<file path="src/rtl/sata_fis_pkg.sv">
package sata_fis_pkg;
  localparam logic [7:0] FT_H2D_REG = 8'h27;
  localparam logic [7:0] FT_D2H_REG = 8'h34;
  localparam logic [7:0] FT_DMA_ACT = 8'h39;
  localparam logic [7:0] FT_DATA    = 8'h46;
  localparam int REG_FIS_DW = 5;

  typedef enum logic [2:0] {
    S_IDLE, S_CMD, S_WAIT, S_RDAT, S_SKIP, S_THDR, S_TDAT
  } seq_state_t;
endpackage

</file>
<file path="src/rtl/sata_fis_len_acct.sv">
module sata_fis_len_acct #(
  parameter int CNT_W  = 24,
  parameter int MAX_DW = 2048,
  localparam int CH_W  = $clog2(MAX_DW + 1)
) (
  input  logic             clk,
  input  logic             rst,
  input  logic             clear,
  input  logic             inc,
  input  logic [CNT_W-1:0] total,
  output logic [CNT_W-1:0] remaining,
  output logic [CH_W-1:0]  chunk,
  output logic             over,
  output logic             under
);
  logic [CNT_W-1:0] moved;

  always_ff @(posedge clk) begin
    if (rst || clear) moved <= '0;
    else if (inc && (moved != {CNT_W{1'b1}})) moved <= moved + 1'b1;
  end

  always_comb begin
    remaining = (moved >= total) ? '0 : (total - moved);
    chunk     = (remaining > CNT_W'(MAX_DW)) ? CH_W'(MAX_DW) : remaining[CH_W-1:0];
    over      = moved > total;
    under     = moved < total;
  end

  // the moved count only grows between clears
  assert_moved_mono_R6: assert property (@(posedge clk) disable iff (rst)
    !clear |=> (moved >= $past(moved)));
endmodule

</file>
<file path="src/rtl/sata_fis_timer.sv">
module sata_fis_timer #(
  parameter int LIMIT = 100000,
  localparam int TW = $clog2(LIMIT + 1)
) (
  input  logic clk,
  input  logic rst,
  input  logic run,
  input  logic kick,
  output logic fire
);
  logic [TW-1:0] cnt;

  assign fire = run && !kick && (cnt == TW'(LIMIT - 1));

  always_ff @(posedge clk) begin
    if (rst || !run || kick) cnt <= '0;
    else if (!fire) cnt <= cnt + 1'b1;
  end

  // the idle count stays inside its window
  assert_tmo_bound_R8: assert property (@(posedge clk) disable iff (rst)
    cnt <= TW'(LIMIT - 1));
endmodule

</file>
<file path="src/rtl/sata_dma_fis_seq.sv">
module sata_dma_fis_seq
  import sata_fis_pkg::*;
#(
  parameter int SEC_W      = 16,
  parameter int MAX_FIS_DW = 2048,
  parameter int TIMEOUT    = 100000
) (
  input  logic             clk,
  input  logic             rst,
  input  logic             cmd_valid,
  input  logic             cmd_write,
  input  logic [7:0]       cmd_opcode,
  input  logic [47:0]      cmd_lba,
  input  logic [SEC_W-1:0] cmd_sectors,
  output logic             busy,
  output logic             tx_valid,
  output logic             tx_sof,
  output logic             tx_eof,
  output logic [31:0]      tx_data,
  input  logic             tx_ready,
  input  logic             rx_valid,
  input  logic             rx_sof,
  input  logic             rx_eof,
  input  logic [31:0]      rx_data,
  output logic             rd_valid,
  output logic [31:0]      rd_data,
  input  logic             wr_valid,
  input  logic [31:0]      wr_data,
  output logic             wr_ready,
  output logic             done,
  output logic             dev_err,
  output logic [7:0]       dev_status,
  output logic [7:0]       dev_error,
  output logic             proto_err,
  output logic             overrun,
  output logic             underrun
);
  localparam int CNT_W = SEC_W + 8;
  localparam int CH_W  = $clog2(MAX_FIS_DW + 1);

  seq_state_t       st;
  logic [2:0]       idx;
  logic             dir_wr;
  logic [7:0]       opc;
  logic [47:0]      lba;
  logic [SEC_W-1:0] sec;
  logic [CH_W-1:0]  chunk_left;
  logic [31:0]      reg_dw;
  logic [CNT_W-1:0] total, remaining;
  logic [CH_W-1:0]  chunk;
  logic             acc_over, acc_under, tmo_fire, mv_inc, hdr, fin, fin_p;
  logic [7:0]       rx_type;

  assign total   = {1'b0, sec, 7'b0};
  assign rx_type = rx_data[7:0];
  assign hdr     = (st == S_WAIT) && rx_valid && rx_sof;
  assign dev_err = dev_status[0];

  sata_fis_len_acct #(.CNT_W(CNT_W), .MAX_DW(MAX_FIS_DW)) u_acct (
    .clk(clk), .rst(rst), .clear(st == S_IDLE), .inc(mv_inc), .total(total),
    .remaining(remaining), .chunk(chunk), .over(acc_over), .under(acc_under));

  sata_fis_timer #(.LIMIT(TIMEOUT)) u_tmo (
    .clk(clk), .rst(rst), .run(st == S_WAIT), .kick(rx_valid), .fire(tmo_fire));

  always_comb begin
    case (idx)
      3'd0:    reg_dw = {8'h00, opc, 8'h80, FT_H2D_REG};
      3'd1:    reg_dw = {8'h40, lba[23:0]};
      3'd2:    reg_dw = {8'h00, lba[47:24]};
      3'd3:    reg_dw = {16'h0000, 16'(sec)};
      default: reg_dw = 32'h0;
    endcase
  end

  always_comb begin
    tx_valid = 1'b0; tx_sof = 1'b0; tx_eof = 1'b0; tx_data = 32'h0;
    case (st)
      S_CMD:  begin tx_valid = 1'b1; tx_data = reg_dw;
                    tx_sof = (idx == 3'd0); tx_eof = (idx == 3'(REG_FIS_DW - 1)); end
      S_THDR: begin tx_valid = 1'b1; tx_data = {24'h0, FT_DATA}; tx_sof = 1'b1; end
      S_TDAT: begin tx_valid = wr_valid; tx_data = wr_data;
                    tx_eof = (chunk_left == CH_W'(1)); end
      default: ;
    endcase
  end

  assign wr_ready = (st == S_TDAT) && tx_ready;
  assign rd_valid = (st == S_RDAT) && rx_valid;
  assign rd_data  = rx_data;
  assign mv_inc   = rd_valid || (wr_valid && wr_ready);

  always_comb begin
    fin = 1'b0; fin_p = 1'b0;
    if (st == S_WAIT) begin
      if (tmo_fire) fin_p = 1'b1;
      else if (hdr) begin
        case (rx_type)
          FT_D2H_REG: fin   = rx_eof;
          FT_DATA:    fin_p = dir_wr;
          FT_DMA_ACT: fin_p = !dir_wr || (remaining == '0);
          default:    fin_p = 1'b1;
        endcase
      end
    end else if (st == S_SKIP) fin = rx_valid && rx_eof;
    fin = fin || fin_p;
  end

  always_ff @(posedge clk) begin
    if (rst) begin
      st <= S_IDLE; idx <= '0; busy <= 1'b0; done <= 1'b0; dir_wr <= 1'b0;
      opc <= '0; lba <= '0; sec <= '0; chunk_left <= '0;
      dev_status <= '0; dev_error <= '0; proto_err <= 1'b0;
      overrun <= 1'b0; underrun <= 1'b0;
    end else begin
      done <= 1'b0;
      if (fin) begin
        st <= S_IDLE; busy <= 1'b0; done <= 1'b1; proto_err <= fin_p;
        overrun <= acc_over; underrun <= acc_under;
      end
      case (st)
        S_IDLE: if (cmd_valid) begin
          st <= S_CMD; busy <= 1'b1; idx <= '0; dir_wr <= cmd_write;
          opc <= cmd_opcode; lba <= cmd_lba; sec <= cmd_sectors;
          dev_status <= '0; dev_error <= '0; proto_err <= 1'b0;
          overrun <= 1'b0; underrun <= 1'b0;
        end
        S_CMD: if (tx_ready) begin
          idx <= idx + 1'b1;
          if (idx == 3'(REG_FIS_DW - 1)) st <= S_WAIT;
        end
        S_WAIT: if (hdr && !fin_p) begin
          case (rx_type)
            FT_D2H_REG: begin
              dev_status <= rx_data[23:16]; dev_error <= rx_data[31:24];
              if (!rx_eof) st <= S_SKIP;
            end
            FT_DATA:    if (!rx_eof) st <= S_RDAT;
            FT_DMA_ACT: begin chunk_left <= chunk; st <= S_THDR; end
            default: ;
          endcase
        end
        S_RDAT: if (rx_valid && rx_eof) st <= S_WAIT;
        S_THDR: if (tx_ready) st <= S_TDAT;
        S_TDAT: if (wr_valid && tx_ready) begin
          chunk_left <= chunk_left - 1'b1;
          if (chunk_left == CH_W'(1)) st <= S_WAIT;
        end
        default: ;
      endcase
    end
  end

  assert_idle_quiet_R1: assert property (@(posedge clk) disable iff (rst)
    !busy |-> !tx_valid);
  assert_done_ends_busy_R5: assert property (@(posedge clk) disable iff (rst)
    done |-> (!busy && $past(busy)));
  assert_rd_only_read_R3: assert property (@(posedge clk) disable iff (rst)
    rd_valid |-> !dir_wr);
  assert_wr_only_write_R4: assert property (@(posedge clk) disable iff (rst)
    wr_ready |-> dir_wr);
  assert_tmo_aborts_R8: assert property (@(posedge clk) disable iff (rst)
    tmo_fire |=> (done && proto_err));
  assert_len_excl_R6: assert property (@(posedge clk) disable iff (rst)
    done |-> !(overrun && underrun));
endmodule

</file>
<file path="config.mk">
export PLATFORM = sky130hd
export DESIGN_NAME = sata_dma_fis_seq
export DESIGN_NICKNAME = d
export VERILOG_FILES = /design/src/rtl/sata_fis_pkg.sv /design/src/rtl/sata_fis_len_acct.sv /design/src/rtl/sata_fis_timer.sv /design/src/rtl/sata_dma_fis_seq.sv
export SDC_FILE = /design/constraint.sdc
export NUM_CORES = 1
export LEC_CHECK = 0
export ABC_AREA = 1
export BUFFER_PORTS_ARGS = -buffer_cell sky130_fd_sc_hd__buf_2
export CAP_MARGIN = 40
export CORE_UTILIZATION = 35
export CTS_CLUSTER_SIZE = 40
export DETAILED_ROUTE_END_ITERATION = 10
export PLACE_DENSITY = 0.56
export SLEW_MARGIN = 10
export SYNTH_ARGS = -nofsm -noshare
export SYNTH_HDL_FRONTEND = slang
export SYNTH_SLANG_ARGS = --single-unit
export TNS_END_PERCENT = 30
</file>
<file path="constraint.sdc">
create_clock -name clk -period 3.4 [get_ports clk]
set_input_delay 0.68 -clock clk [delete_from_list [all_inputs] [get_ports clk]]
set_output_delay 0.68 -clock clk [all_outputs]
set_load 0.01 [all_outputs]
</file>
=== Word level (Yosys, flattened, before mapping) ===
Cells that the tools add are included.

* Input bits: 145
* Flip-flop bits (word level): 153

* Add/sub/neg operators: 5
* Order comparisons: 4
* Mux-type cells: 56
* Eq/ne operators: 22
* Reductions and logical operators: 32

{| class="wikitable"
|+ Operators by type and width
! cell !! count
|-
| 31-bit one-hot mux with 4 select lines || 1
|-
| 32-bit one-hot mux with 3 select lines || 1
|-
| 12-bit two-way mux || 4
|-
| 8-bit two-way mux || 5
|-
| 3-bit two-way mux || 13
|-
| 8-bit one-hot mux with 2 select lines || 2
|-
| 24-bit by 1-bit adder with 24-bit output, second input constant || 1
|-
| 24-bit by 23-bit >= comparator with 1-bit output || 1
|-
| 24-bit by 12-bit > comparator with 1-bit output, second input constant || 1
|-
| 24-bit by 23-bit > comparator with 1-bit output || 1
|-
| 24-bit logical NOT || 1
|-
| 24-bit by 23-bit < comparator with 1-bit output || 1
|-
| 24-bit two-way mux || 1
|-
| 24-bit != test, second input constant || 1
|-
| 12-bit one-hot mux with 2 select lines || 1
|-
| 23-bit by 24-bit subtractor with 24-bit output || 1
|-
| 1-bit two-way mux || 21
|-
| 3-bit one-hot mux with 6 select lines || 1
|-
| 17-bit by 1-bit adder with 17-bit output, second input constant || 1
|-
| 17-bit == test, second input constant || 1
|-
| 8-bit by 6-bit == test with 1-bit output, second input constant || 2
|-
| 12-bit by 1-bit == test with 1-bit output, second input constant || 1
|-
| 3-bit by 2-bit == test with 1-bit output, second input constant || 4
|-
| 3-bit == test, second input constant || 4
|-
| other kinds (19) || 48
|}

=== Depth between registers and ports, before layout ===
* Depth after elaboration: 14
* Depth in mapped cells: 27
* Depth with buffers taken out: 27

=== Cells and area by module ===
A second synthesis with hierarchy kept.

* Cell total of the unflattened synthesis: 1613
* Area, all modules: 10334.9 um2

{| class="wikitable"
|+ Modules (own cells, without submodules)
! module !! area each (um2) !! sequential area each (um2) !! instances !! cells each
|-
| sata_dma_fis_seq || 5919.4 || 2242.2 || 1 || 845
|-
| sata_fis_len_acct || 3420.8 || 480.5 || 1 || 615
|-
| sata_fis_timer || 994.7 || 340.3 || 1 || 153
|}

=== Worst setup path after synthesis ===
Ideal clock, no wire load.

* Kind: register to register
* Start point: register u_acct.moved[19]
* End point: register dev_error[0]
* Path slack: 739 ps
* Cell stages (with the launch flop): 22
* Arrival: 2529 ps
* Required time: 3268 ps
* Path buffers: 2
* Period minus slack after synthesis: 2661 ps
* Cell sequence: dfxtp_1 > inv_1 > ha_1 > nand2_1 > nor2_2 > nand2_1 > nor3_2 > inv_2 > nand3_1 > nand2_1 > nor2_1 > nand2_1 > nor2_1 > nand2_1 > nand2_1 > nand2_2 > nand4_4 > nand2_4 > buf_6 > buf_6 > a21oi_1 > nor3_1

* Cells in the longest elaborated chain, start to end: 12

{| class="wikitable"
|+ Ends and longest elaborated chain
! item !! line !! source
|-
| start, declared || sata_fis_len_acct.sv:16 || <nowiki>logic [CNT_W-1:0] moved;</nowiki>
|-
| start signal, assigned || sata_fis_len_acct.sv:20 || <nowiki>else if (inc && (moved != {CNT_W{1'b1}})) moved <= moved + 1'b1;</nowiki>
|-
| 23-bit by 24-bit subtractor with 24-bit output or 24-bit by 23-bit >= comparator with 1-bit output (tied branches) || sata_fis_len_acct.sv:24 || <nowiki>remaining = (moved >= total) ? '0 : (total - moved);</nowiki>
|-
| 24-bit two-way mux * || sata_fis_len_acct.sv:24 ||
|-
| 24-bit logical NOT * || sata_dma_fis_seq.sv:101 || <nowiki>FT_DMA_ACT: fin_p = !dir_wr || (remaining == '0);</nowiki>
|-
| 1-bit logical OR * || sata_dma_fis_seq.sv:101 ||
|-
| 1-bit one-hot mux with 3 select lines * || sata_dma_fis_seq.sv:98 || <nowiki>case (rx_type)</nowiki>
|-
| 1-bit two-way mux * || sata_dma_fis_seq.sv:97 || <nowiki>else if (hdr) begin</nowiki>
|-
| 1-bit two-way mux * || sata_dma_fis_seq.sv:96 || <nowiki>if (tmo_fire) fin_p = 1'b1;</nowiki>
|-
| 1-bit two-way mux * || sata_dma_fis_seq.sv:95 || <nowiki>if (st == S_WAIT) begin</nowiki>
|-
| 1-bit logical NOT * || sata_dma_fis_seq.sv:132 || <nowiki>S_WAIT: if (hdr && !fin_p) begin</nowiki>
|-
| 1-bit logical AND * || sata_dma_fis_seq.sv:132 ||
|-
| 2-bit != test (no source line) * || - ||
|-
| 4-bit AND reduction (no source line) * || - ||
|-
| end signal, assigned || sata_dma_fis_seq.sv:135 || <nowiki>dev_status <= rx_data[23:16]; dev_error <= rx_data[31:24];</nowiki>
|-
| end, declared || sata_dma_fis_seq.sv:33 || <nowiki>output logic [7:0] dev_error,</nowiki>
|}

Every way passes the cells marked *; elsewhere a longest branch is shown, timed or not.
A chain may end at the register's enable or synchronous reset.

=== Worst setup path after layout ===
* Start point: register idx[0]
* End point: output port tx_data[2]

* Cells in the longest elaborated chain, start to end: 3

{| class="wikitable"
|+ Ends and longest elaborated chain
! item !! line !! source
|-
| start, declared || sata_dma_fis_seq.sv:42 || <nowiki>logic [2:0] idx;</nowiki>
|-
| start signal, assigned || sata_dma_fis_seq.sv:129 || <nowiki>idx <= idx + 1'b1;</nowiki>
|-
| 3-bit by 2-bit == test with 1-bit output (tied with other cells) || sata_dma_fis_seq.sv:67 || <nowiki>case (idx)</nowiki>
|-
| 31-bit one-hot mux with 4 select lines * || sata_dma_fis_seq.sv:67 ||
|-
| 32-bit one-hot mux with 3 select lines * || sata_dma_fis_seq.sv:78 || <nowiki>case (st)</nowiki>
|-
| end, declared || sata_dma_fis_seq.sv:19 || <nowiki>output logic [31:0] tx_data,</nowiki>
|}

Marks and branches as above.

==> impl_results.md <==
* Result of the run: finished with violations
* Failing checks: DRC
* Slowest stage delay, CP at roughly 360 ps
* Core area at 0.0262 mm2
* Grt total ovfl at 0
* First-pass GRT wire length at between 40 and 50 mm
* Vias in the first global route at 8986
* FMAX at 316 MHz
* Largest net degree at the start of global routing at 55
* Crit Path Class: register to output pin
* RD Place Congestion at 0.911
* CTS H-tree depth at 4
* Crit end category: output pin
* Starting density of the core at approximately 36%
* Total CTS buffers at 17
* Worst Path Max Fanout at 10
* CP cell instances: inv_1, ha_1, nand2_1, inv_1, a21oi_1, o221ai_1, a221o_1, buf_2
* Clock skew at ~11 ps
* Die area at 0.0275 mm2
* Post-synthesis simple-gate area fraction at 28.9%
* HPWL Detailed at 22.6 mm
* Sequential element share of the synthesized area at 32.6%
* Final setup vio count at 0
* Num ports at 236
* Count of cell types in the netlist at 53
* IO Port Bufs at 219
* Multiplexer share of the synthesized area at 0%
* Pwr Density at 448 mW/mm2
* Ranking of synthesized cells by area: dfxtp_1 (33%), nand2_1 (14%), a21oi_1 (9.4%)
* Die width at 166 um
* Synth area leader: dfxtp_1
* Final Max Slew Viols at 0
* Initial antenna violation count at 2
* Max Buffers Root-to-Sink at 2
* Final Hold Fails at 0
* Peak supply drop at 326 uV
* Die Y at 166 um
* Final core utilization at between 40% and 50%
* Mapped Nets at 1613
* CTS tree: yes
* Avg Cell Area, Syn at 6.51 um2
* Layout area overhead at 20.7%
* Largest family of logic cells by synthesized area: simple AND/OR/NAND/NOR gates
* Num Clock Sinks at 153
* Ys Warns at 0
* Vias/cell at 4.97
* Pre-antenna DRT Iters at 8
* Leakage at 5.16 nW
* Slew HR at 46.8%
* Routed vias at about 9800
* Top FF cell, synth: dfxtp_1
* Worst-margin pin slew at 798 ps
* Synthesized area at ~0.0094 mm2
* Clock-pin slew on the worst setup and hold paths at around 80 ps
* Post-synthesis register bit count at between 150 and 200
* Worst path required time at 2720 ps
* Hold buffer count at cts at 0
* Antenna viol nets, final at 0
* Hold WS at 451 ps
* Row cnt at 59
* Final wirelength at slightly below 30 mm
* Total of max-cap violations at 0
* Slowest CP cell: dfxtp_1
* DRC viols at 6
* Mapped Cells at 1442
* Cell mode on critical path: inv_1
* Async set-or-reset flop fraction in the synthesized netlist at 0%
* Post-layout nets at around 1800
* Synth Area in Adders at 3.47%
* Share of cells above drive strength 1 at 21.3%
* Compound-Gate Fraction of Synth Area at between 20% and 30%
* Worst EP arrival at 2490 ps
* Xor and xnor area share after synthesis at 1.21%
* CTS root buffer: clkbuf_16
* Startpoint Class: register
* R2R Setup Slk at 240 ps
* RSZ-0062 raised after global routing: true
* Clk_lat worst skew at 440 ps
* Minimum clock period at 3170 ps
* Worst Hold Class: register to register
* Wire per inst at 15.0 um
* Number of synthesized flops with an enable pin at 0
* Yosys top cell area share at about a third
* Iter 0 DRT Violations at 680
* Final period utilization at 93.2%
* GRT Overall Usage at 21.1%
Yosys cell counts (all sizes together) (2+ instances only):
cell type and number:
a31oi 3, a22oi 2, a221o 3, o211ai 2, a221oi 14, nor4 9, o21bai 2, clkbuf 39
o221ai 3, nand3b 5, dfxtp 153, inv 210, o21ai 96, xor2 9, o22ai 12, a21oi 181
nand4 23, nor3 39, a211oi 3, nand3 46, nor2 128, a41oi 6, nor3b 2, nand2 351
ha 26, o21a 3, xnor2 4, or2 12, buf 48
final cells by class:
cell class	count	area, um2
multi-input combinational	991	5150
clock buffer	17	425
antenna	1	2.50
sequential	153	3060
timing repair buffer	239	1250
clock inverter	15	213
timing repair inverter	1	7.51
tap	335	419
fill	2782	14900
inverter	211	797
cells by family after synthesis:
family,Yosys count
AND/OR/NAND/NOR,616
AO/OA/AOI/OAI,336
buffers and inverters,298
flip-flops,153
adder cells (fa/ha/maj),26
XOR/XNOR,13
final timing paths:
| path | from | endpoint | depth (start not counted) |
|---|---|---|---|
| worst max-delay path | idx[0]$_SDFFE_PP0P_ | tx_data[2] | 8 |
| worst min-delay path | lba[5]$_SDFFE_PP0P_ | lba[5]$_SDFFE_PP0P_ | 2 |
| worst max register to register | u_acct.moved[15]$_SDFFE_PP0P_ | chunk_left[3]$_SDFFE_PP0P_ | 21 |
| worst min register to register | lba[5]$_SDFFE_PP0P_ | lba[5]$_SDFFE_PP0P_ | 2 |
repair_timing:
action,CTS,global route
endpoints found under the setup margin,0,54
gates resized for setup,0,24
setup buffers,0,4
registers in the layout, indices dropped and copies added (netlist names):
register	cells
busy	1
chunk_left	12
dev_error	8
dev_status	8
dir_wr	1
done	1
idx	3
lba	48
opc	8
overrun	1
proto_err	1
sec	16
st	3
u_acct.moved	24
u_tmo.cnt	17
underrun	1
layer usage:
| metal | routed length (um) | GRT usage, % | vias up |
|---|---|---|---|
| li1 | - | - | 5033 |
| met4 | 371 | 4.88 | 0 |
| met1 | 14400 | 29.3 | 4452 |
| met2 | 13200 | 33.8 | 236 |
| met3 | 1460 | 3.84 | 29 |
| met5 | 0 | 0 | - |
power by group:
group	switching, mW	internal, mW	leakage [nW]
registers	0.0525	1.89	1.25
logic	0.718	0.403	3.60
clock network	0.992	1.03	0.306
total	1.76	3.32	5.16
stage by stage:
stage | std cells | setup slack (ps) | setup TNS, ps | total power [mW] | cell area (um2)
2_1_floorplan | 1442 | 739 | 0 | 2.72 | 9380
3_3_place_gp | 1925 | 251 | 0 | 3.04 | 10500
3_5_place_dp | 1925 | 195 | 0 | 3.04 | 10500
4_1_cts | 1957 | 149 | 0 | 5.07 | 11200
5_1_grt | 1962 | -65.6 | -120 | 5.35 | 11300
6_report | 1963 | 231 | 0 | 5.08 | 11300
critical path: cells and delay by family, from the launching register on:
kind | cells | cell delay (ps)
simple gates | 1 | 350
buf+inv | 3 | 440
fa+ha+maj | 1 | 220
flops | 1 | 360
compound gates | 3 | 680
placed cells by master, fill, tap and decap left out, drive strengths merged, types with 2 or more instances in the layout:
master,count
a211oi,3
ha,26
xor2,9
xnor2,4
a41oi,6
o21ai,96
a221oi,14
o21a,3
nor2,128
nand3b,5
nand3,46
nor3b,2
or2,12
dfxtp,153
nor3,39
a22oi,2
clkbuf,17
nand4,23
inv,217
o221ai,3
o21bai,2
a221o,3
a21oi,181
nor4,9
clkinvlp,2
buf,239
clkinv,8
a31oi,3
o211ai,2
o22ai,12
nand2,351
Note: power is estimated with default switching activity, not from simulation.
